==> src/rtl/clkgate_pkg.sv <==
package clkgate_pkg;
    typedef logic [3:0] mubi4_t;

    localparam mubi4_t MUBI4_TRUE  = 4'h6;
    localparam mubi4_t MUBI4_FALSE = 4'h9;

    typedef enum logic [1:0] {
        GATE_RUN  = 2'd0,
        GATE_WAIT = 2'd1,
        GATE_OFF  = 2'd2
    } gate_phase_e;

    function automatic logic mubi4_true_strict(mubi4_t v);
        return v == MUBI4_TRUE;
    endfunction
endpackage

==> src/rtl/redun_idle_cnt.sv <==
module redun_idle_cnt #(
    parameter int CNT_W = 4
) (
    input  logic             clk,
    input  logic             rst,
    input  logic             clr,
    input  logic             inc,
    input  logic             inj,
    output logic [CNT_W-1:0] cnt,
    output logic             mismatch
);
    logic [CNT_W-1:0] prim_q, inv_q, nxt;

    always_comb begin
        nxt = prim_q;
        if (clr)      nxt = '0;
        else if (inc) nxt = prim_q + 1'b1;
    end

    always_ff @(posedge clk) begin
        if (rst) begin
            prim_q <= '0;
            inv_q  <= '1;
        end else begin
            prim_q <= nxt;
            inv_q  <= ~nxt ^ {{(CNT_W-1){1'b0}}, inj};
        end
    end

    assign cnt      = prim_q;
    assign mismatch = (prim_q != ~inv_q);
endmodule

==> src/rtl/unit_gate.sv <==
module unit_gate
    import clkgate_pkg::*;
#(
    parameter int CNT_W = 4
) (
    input  logic             clk,
    input  logic             rst,
    input  logic             hint,
    input  mubi4_t           idle,
    input  logic [CNT_W-1:0] thresh,
    input  logic             inj,
    output logic             status,
    output logic             cnt_err
);
    logic             idle_true;
    logic             status_q;
    logic             clr, inc, reach;
    logic [CNT_W-1:0] cnt;
    logic [CNT_W-1:0] thr_eff;
    gate_phase_e      phase;

    assign idle_true = mubi4_true_strict(idle);
    assign thr_eff   = (thresh == '0) ? {{(CNT_W-1){1'b0}}, 1'b1} : thresh;
    assign reach     = ({1'b0, cnt} + 1'b1) >= {1'b0, thr_eff};

    always_comb begin
        if (hint)          phase = GATE_RUN;
        else if (status_q) phase = GATE_WAIT;
        else               phase = GATE_OFF;
    end

    always_comb begin
        clr = 1'b1;
        inc = 1'b0;
        if (phase == GATE_WAIT && idle_true && !reach) begin
            clr = 1'b0;
            inc = 1'b1;
        end
    end

    redun_idle_cnt #(.CNT_W(CNT_W)) u_cnt (
        .clk(clk), .rst(rst), .clr(clr), .inc(inc), .inj(inj),
        .cnt(cnt), .mismatch(cnt_err)
    );

    always_ff @(posedge clk) begin
        if (rst)                                      status_q <= 1'b1;
        else if (phase == GATE_RUN)                   status_q <= 1'b1;
        else if (phase == GATE_WAIT && idle_true && reach) status_q <= 1'b0;
    end

    assign status = status_q;


    status_fall_idle_chk: assert property (@(posedge clk) disable iff (rst)
        $fell(status_q) |-> ($past(idle_true) && !$past(hint)));

    busy_keeps_run_chk: assert property (@(posedge clk) disable iff (rst)
        (!idle_true && status_q) |=> status_q);

    hint_reenable_chk: assert property (@(posedge clk) disable iff (rst)
        hint |=> status_q);
endmodule

==> src/rtl/idle_clock_gater.sv <==
module idle_clock_gater
    import clkgate_pkg::*;
#(
    parameter int NUM_CLK = 4,
    parameter int CNT_W   = 4
) (
    input  logic                 clk,
    input  logic                 rst,
    input  logic                 cfg_wr,
    input  logic [NUM_CLK-1:0]   cfg_hint,
    input  logic                 lock_set,
    input  logic [CNT_W-1:0]     idle_thresh,
    input  logic [4*NUM_CLK-1:0] idle_mubi,
    input  logic [NUM_CLK-1:0]   fault_inj,
    output logic [NUM_CLK-1:0]   hint_o,
    output logic [NUM_CLK-1:0]   status_o,
    output logic [NUM_CLK-1:0]   clk_en_o,
    output logic [NUM_CLK-1:0]   fatal_code_o,
    output logic                 fatal_alert_o
);
    logic [NUM_CLK-1:0] hint_q, stat, cerr, code_q;
    logic               lock_q;

    always_ff @(posedge clk) begin
        if (rst) begin
            hint_q <= '1;
            lock_q <= 1'b0;
            code_q <= '0;
        end else begin
            if (cfg_wr && !lock_q) hint_q <= cfg_hint;
            if (lock_set)          lock_q <= 1'b1;
            code_q <= code_q | cerr;
        end
    end

    for (genvar i = 0; i < NUM_CLK; i++) begin : g_unit
        unit_gate #(.CNT_W(CNT_W)) u_gate (
            .clk(clk), .rst(rst), .hint(hint_q[i]),
            .idle(idle_mubi[4*i +: 4]), .thresh(idle_thresh),
            .inj(fault_inj[i]), .status(stat[i]), .cnt_err(cerr[i])
        );
    end

    assign hint_o        = hint_q;
    assign status_o      = stat;
    assign clk_en_o      = stat;
    assign fatal_code_o  = code_q;
    assign fatal_alert_o = |code_q;


    locked_hold_chk: assert property (@(posedge clk) disable iff (rst)
        lock_q |=> $stable(hint_q));

    fatal_sticky_chk: assert property (@(posedge clk) disable iff (rst)
        (|code_q) |=> ((code_q & $past(code_q)) == $past(code_q)));

    mismatch_report_chk: assert property (@(posedge clk) disable iff (rst)
        (|cerr) |=> ((code_q & $past(cerr)) == $past(cerr)));
endmodule

==> config.mk <==
export PLATFORM = sky130hd
export DESIGN_NAME = idle_clock_gater
export DESIGN_NICKNAME = d
export VERILOG_FILES = /design/src/rtl/clkgate_pkg.sv /design/src/rtl/redun_idle_cnt.sv /design/src/rtl/unit_gate.sv /design/src/rtl/idle_clock_gater.sv
export SDC_FILE = /design/constraint.sdc
export NUM_CORES = 1
export LEC_CHECK = 0
export CAP_MARGIN = 20
export CORE_MARGIN = 10
export CORE_UTILIZATION = 33
export DETAILED_ROUTE_END_ITERATION = 10
export DONT_BUFFER_PORTS = 1
export GPL_ROUTABILITY_DRIVEN = 0
export HOLD_SLACK_MARGIN = 0.03
export PLACE_DENSITY = 0.55
export SLEW_MARGIN = 20
export SYNTH_ARGS = -nofsm -noshare
export SYNTH_HDL_FRONTEND = slang
export SYNTH_SLANG_ARGS = --single-unit
==> constraint.sdc <==
create_clock -name clk -period 3.6 [get_ports clk]
set_input_delay 1.08 -clock clk [delete_from_list [all_inputs] [get_ports clk]]
set_output_delay 1.08 -clock clk [all_outputs]
set_load 0.02 [all_outputs]
==> results summary <==
The total power divided by cell area came out at between 300 and 400 nW/um^2. The post-placement worst setup slack came out at 0.5381 ns. The part of the power in registers came out at around three fifths.

The starting density of the core came out at around a third. The class of the most critical hold timing path is reg2reg. The net switching power came out at 204.9 uW.

The number of endpoints failing setup at the final stage came out at 0. The final core utilization is between 30% and 40%. The internal power consumption came out at 685.2 uW. Counting flops and latches in the post-synthesis netlist gives 45. The first global-routing pass estimated slightly above 7000 microns of wire. The final-layout fill cell count is between 600 and 700.

After legalization and detailed placement, the total HPWL measured 3492 microns. The first-iteration detailed-routing DRC count came out at 41. For this run, design rule violations remaining after detail routing come to 0. The number of H-tree levels is 2. Leaving out fill and tap cells, the most frequent cell in the layout is sky130_fd_sc_hd__dfxtp_1.

The total standard cell area after synthesis came out at around 2200 sq um. The sequential-to-total area share from yosys stat is 40.13%. Ranked by total cell area, the synthesized netlist is headed by sky130_fd_sc_hd__dfxtp_1, sky130_fd_sc_hd__ha_1, sky130_fd_sc_hd__xor2_1. The average instance in the mapped netlist occupies approximately 10 sq um.

The number of nets in the layout is 262. Setup repair after global routing left no endpoint under its margin. The post-layout minimum cycle time came out at around 2.8 ns. The via count of the first global-routing pass came out at 1475. The antenna cell count came out at 0.

The number of iterations in the first detailed-routing pass is 4. Of the total power, the share spent switching nets is 23.02%. The routed length per placed instance came out at between 15 and 20 microns. The die area is approximately 11000 sq um. The signed area change from the synthesized netlist to the final layout came out at 3.623%. The largest total area in the synthesized netlist belongs to sky130_fd_sc_hd__dfxtp_1. The actual transition at the worst max-transition pin is 0.7671 ns. The gate count of the mapped netlist came out at ~220. The floorplan step defined a core boundary enclosing 6495 sq um. STA puts the critical path data required time at ~3.8 ns.

Headroom to the max-slew limit came out at about half. The share of synthesized area in the top cell type comes to roughly 40%. The sum of overflow across all layers after global routing came out at 0. The number of library cell types mapped by synthesis came out at 47. The reported leakage power is about 0.00097 uW. The height of the die is a little over 100 microns. The element type at the critical path end is a register. Among all stages on the critical path, the largest delay is contributed by sky130_fd_sc_hd__or2_2. Walking the worst path, the cells encountered are clkinv_1 -> a31o_2 -> ha_1 -> nand2b_1 -> a221oi_1 -> o211ai_1 -> or2_2. The maximum number of pins on one net before global-route repair came out at 30. In the final layout, the share of cells above drive strength 1 is under 10%. The total count of max-transition violations in the final report came out at 0.

The reported max-cap violation count came out at 0. The residual antenna-violating net count after detailed routing is 0. The post-CTS setup repair buffer count came out at 0.

The largest fanout on the critical path came out at 7. The ratio of routed vias to standard cells came out at 5.065. The fmax is between 300 and 400 MHz. Port buffering added 0 buffers. The part of the power in the clock network is around a third. TritonCTS built the clock tree.

The maximum count of clock buffers along a single path came out at 2. Clock tree synthesis selected as its root buffer the cell sky130_fd_sc_hd__clkbuf_8. The width of the die came out at 102.5 microns. At the later pin of the worst-skew pair, clock insertion delay measures 0.29 ns. Counting flops with a built-in enable in the synthesized netlist gives 0. The placed cell area came out at 2240 sq um. The clock net sink count is 45. The peak supply drop came out at between 200 and 250 uV. The final hold violation count is 0. The cts-stage hold buffer count came out at 0. Adding up every negative setup slack in the final design gives 0 ns. The clock-pin slew on the worst setup and hold paths came out at around 0.08 ns. The top cell types in the final layout, fill and taps aside, are sky130_fd_sc_hd__dfxtp_1, sky130_fd_sc_hd__xor2_1, sky130_fd_sc_hd__ha_1, sky130_fd_sc_hd__nor2_1, sky130_fd_sc_hd__nor2b_1.

The initial antenna violation count is 0. The run finished with clean final reports. The number of resized instances in the post-cts repair step is 0.

Global routing used under 10% of the available tracks. For this run, the leading register cell type out of synthesis is sky130_fd_sc_hd__dfxtp_1. STA classifies the critical path startpoint as an input port. The number of nets handed over by synthesis was 269. For this run, asynchronously set or reset flops after synthesis account for 0%.

The clock skew is roughly 0.0018 ns. The floorplan has 29 rows. The number of top-level design ports came out at 49. The area of all placed cells without fillers came out at ~2300 sq um.

The total via count in the routed design came out at between 1000 and 1500. The final critical-path share of the clock period is 76.39%. The wire length reported by the detailed router came out at 4437 microns.

The final setup slack of the worst path is ~0.85 ns. The critical path is of the in2reg type. The part of the total power dissipated in combinational logic came out at about 5.6%.

In this design, the stage delay of the slowest critical-path cell is roughly 0.36 ns. STA puts the critical path data arrival time at just under 3 ns. The total of warnings raised by yosys is 0. The TritonCTS buffer count is 5.
[flip-flops by register name, indices dropped and copies added (netlist names)]
name                       cells
fatal_code_o                   4
g_unit.u_gate.status           4
g_unit.u_gate.u_cnt.cnt       16
g_unit.u_gate.u_cnt.inv_q     16
hint_o                         4
lock_q                         1
[power by group through the flow]
stage / registers [uW] / logic, uW / clock network (uW)
floorplan: 530 / 56.4 / 0
global placement: 539 / 49.6 / 0
detailed placement: 539 / 50.5 / 0
CTS: 527 / 50.8 / 323
global route: 529 / 56.6 / 345
finish: 526 / 49.9 / 314
[cells in the mapped netlist (2+ instances only)]
master                     count
sky130_fd_sc_hd__nor4_4        2
sky130_fd_sc_hd__a21oi_1       2
sky130_fd_sc_hd__a211o_1       6
sky130_fd_sc_hd__a31oi_1       2
sky130_fd_sc_hd__and3_1        2
sky130_fd_sc_hd__buf_4        12
sky130_fd_sc_hd__dfxtp_1      45
sky130_fd_sc_hd__nand3b_1      4
sky130_fd_sc_hd__clkbuf_1      2
sky130_fd_sc_hd__or3b_2        2
sky130_fd_sc_hd__a311o_1       2
sky130_fd_sc_hd__o21a_1        2
sky130_fd_sc_hd__nor4b_1       2
sky130_fd_sc_hd__xor2_1       18
sky130_fd_sc_hd__nor4bb_1      3
sky130_fd_sc_hd__o21ai_0       4
sky130_fd_sc_hd__nand3_1       4
sky130_fd_sc_hd__ha_1         16
sky130_fd_sc_hd__xnor2_1       6
sky130_fd_sc_hd__nor2b_1      12
sky130_fd_sc_hd__nand2b_1      4
sky130_fd_sc_hd__o211a_1       2
sky130_fd_sc_hd__inv_1         8
sky130_fd_sc_hd__and2_1        6
sky130_fd_sc_hd__a41oi_1       4
sky130_fd_sc_hd__nand2_1       7
sky130_fd_sc_hd__o21bai_1      2
sky130_fd_sc_hd__nor4_1        4
sky130_fd_sc_hd__mux2i_1       4
sky130_fd_sc_hd__nor3_1        2
sky130_fd_sc_hd__nor2_1       14
[kinds of logic after synthesis]
| family | share of synthesized area (%) |
|---|---|
| mux | 1.784 |
| buf+inv | 6.355 |
| xor+xnor | 9.364 |
| fa+ha+maj | 8.919 |
| flops | 40.13 |
| compound gates | 11.48 |
| simple gates | 21.96 |
[stage by stage]
stage	power (uW)	hold WS (ns)	std cells
3_5_place_dp	589.7	0.4658	284
5_1_grt	930.3	0.5211	291
2_1_floorplan	586.0	0.4386	221
6_report	890.1	0.4929	291
3_3_place_gp	588.7	0.4511	284
4_1_cts	901.5	0.4895	291
[metal layers]
metal | global-route usage (%) | vias up | wire, microns
li1 | - | 761 | -
met4 | 2.603 | 0 | 31
met2 | 12.51 | 39 | 1840
met3 | 3.914 | 4 | 407
met1 | 11.63 | 670 | 2158
met5 | 0 | - | 0
[layout make-up]
| type | count | area, sq um | area share (%) |
|---|---|---|---|
| repair buffers | 1 | 7.507 | 0.3228 |
| clock buffers | 7 | 86.33 | 3.712 |
| multi-input cells | 152 | 1201 | 51.64 |
| inverters | 9 | 33.78 | 1.452 |
| well taps | 77 | 96.34 | 4.142 |
| flip-flops and latches | 45 | 900.9 | 38.73 |
[worst paths after layout]
kind                                           endpoint  cells past startpoint                                     start  slack [ns]
min                                 lock_q$_SDFFE_PP0P_                      2                       lock_q$_SDFFE_PP0P_        0.49
min reg2reg                         lock_q$_SDFFE_PP0P_                      2                       lock_q$_SDFFE_PP0P_        0.49
max reg2reg    g_unit[2].u_gate.u_cnt.cnt[3]$_SDFF_PP0_                      6  g_unit[2].u_gate.u_cnt.cnt[0]$_SDFF_PP0_        1.35
max          g_unit[3].u_gate.u_cnt.inv_q[1]$_SDFF_PP1_                      7                            idle_thresh[2]        0.85
[worst max-delay path: cells and delay by family]
| family | cells | cell delay, ns |
|---|---|---|
| AOI/OAI and AO/OA | 3 | 0.97 |
| and+or+nand+nor | 2 | 0.51 |
| adders and majority gates | 1 | 0.29 |
| buffers and inverters | 1 | 0.09 |
Note: power is estimated with default switching activity, not from simulation.
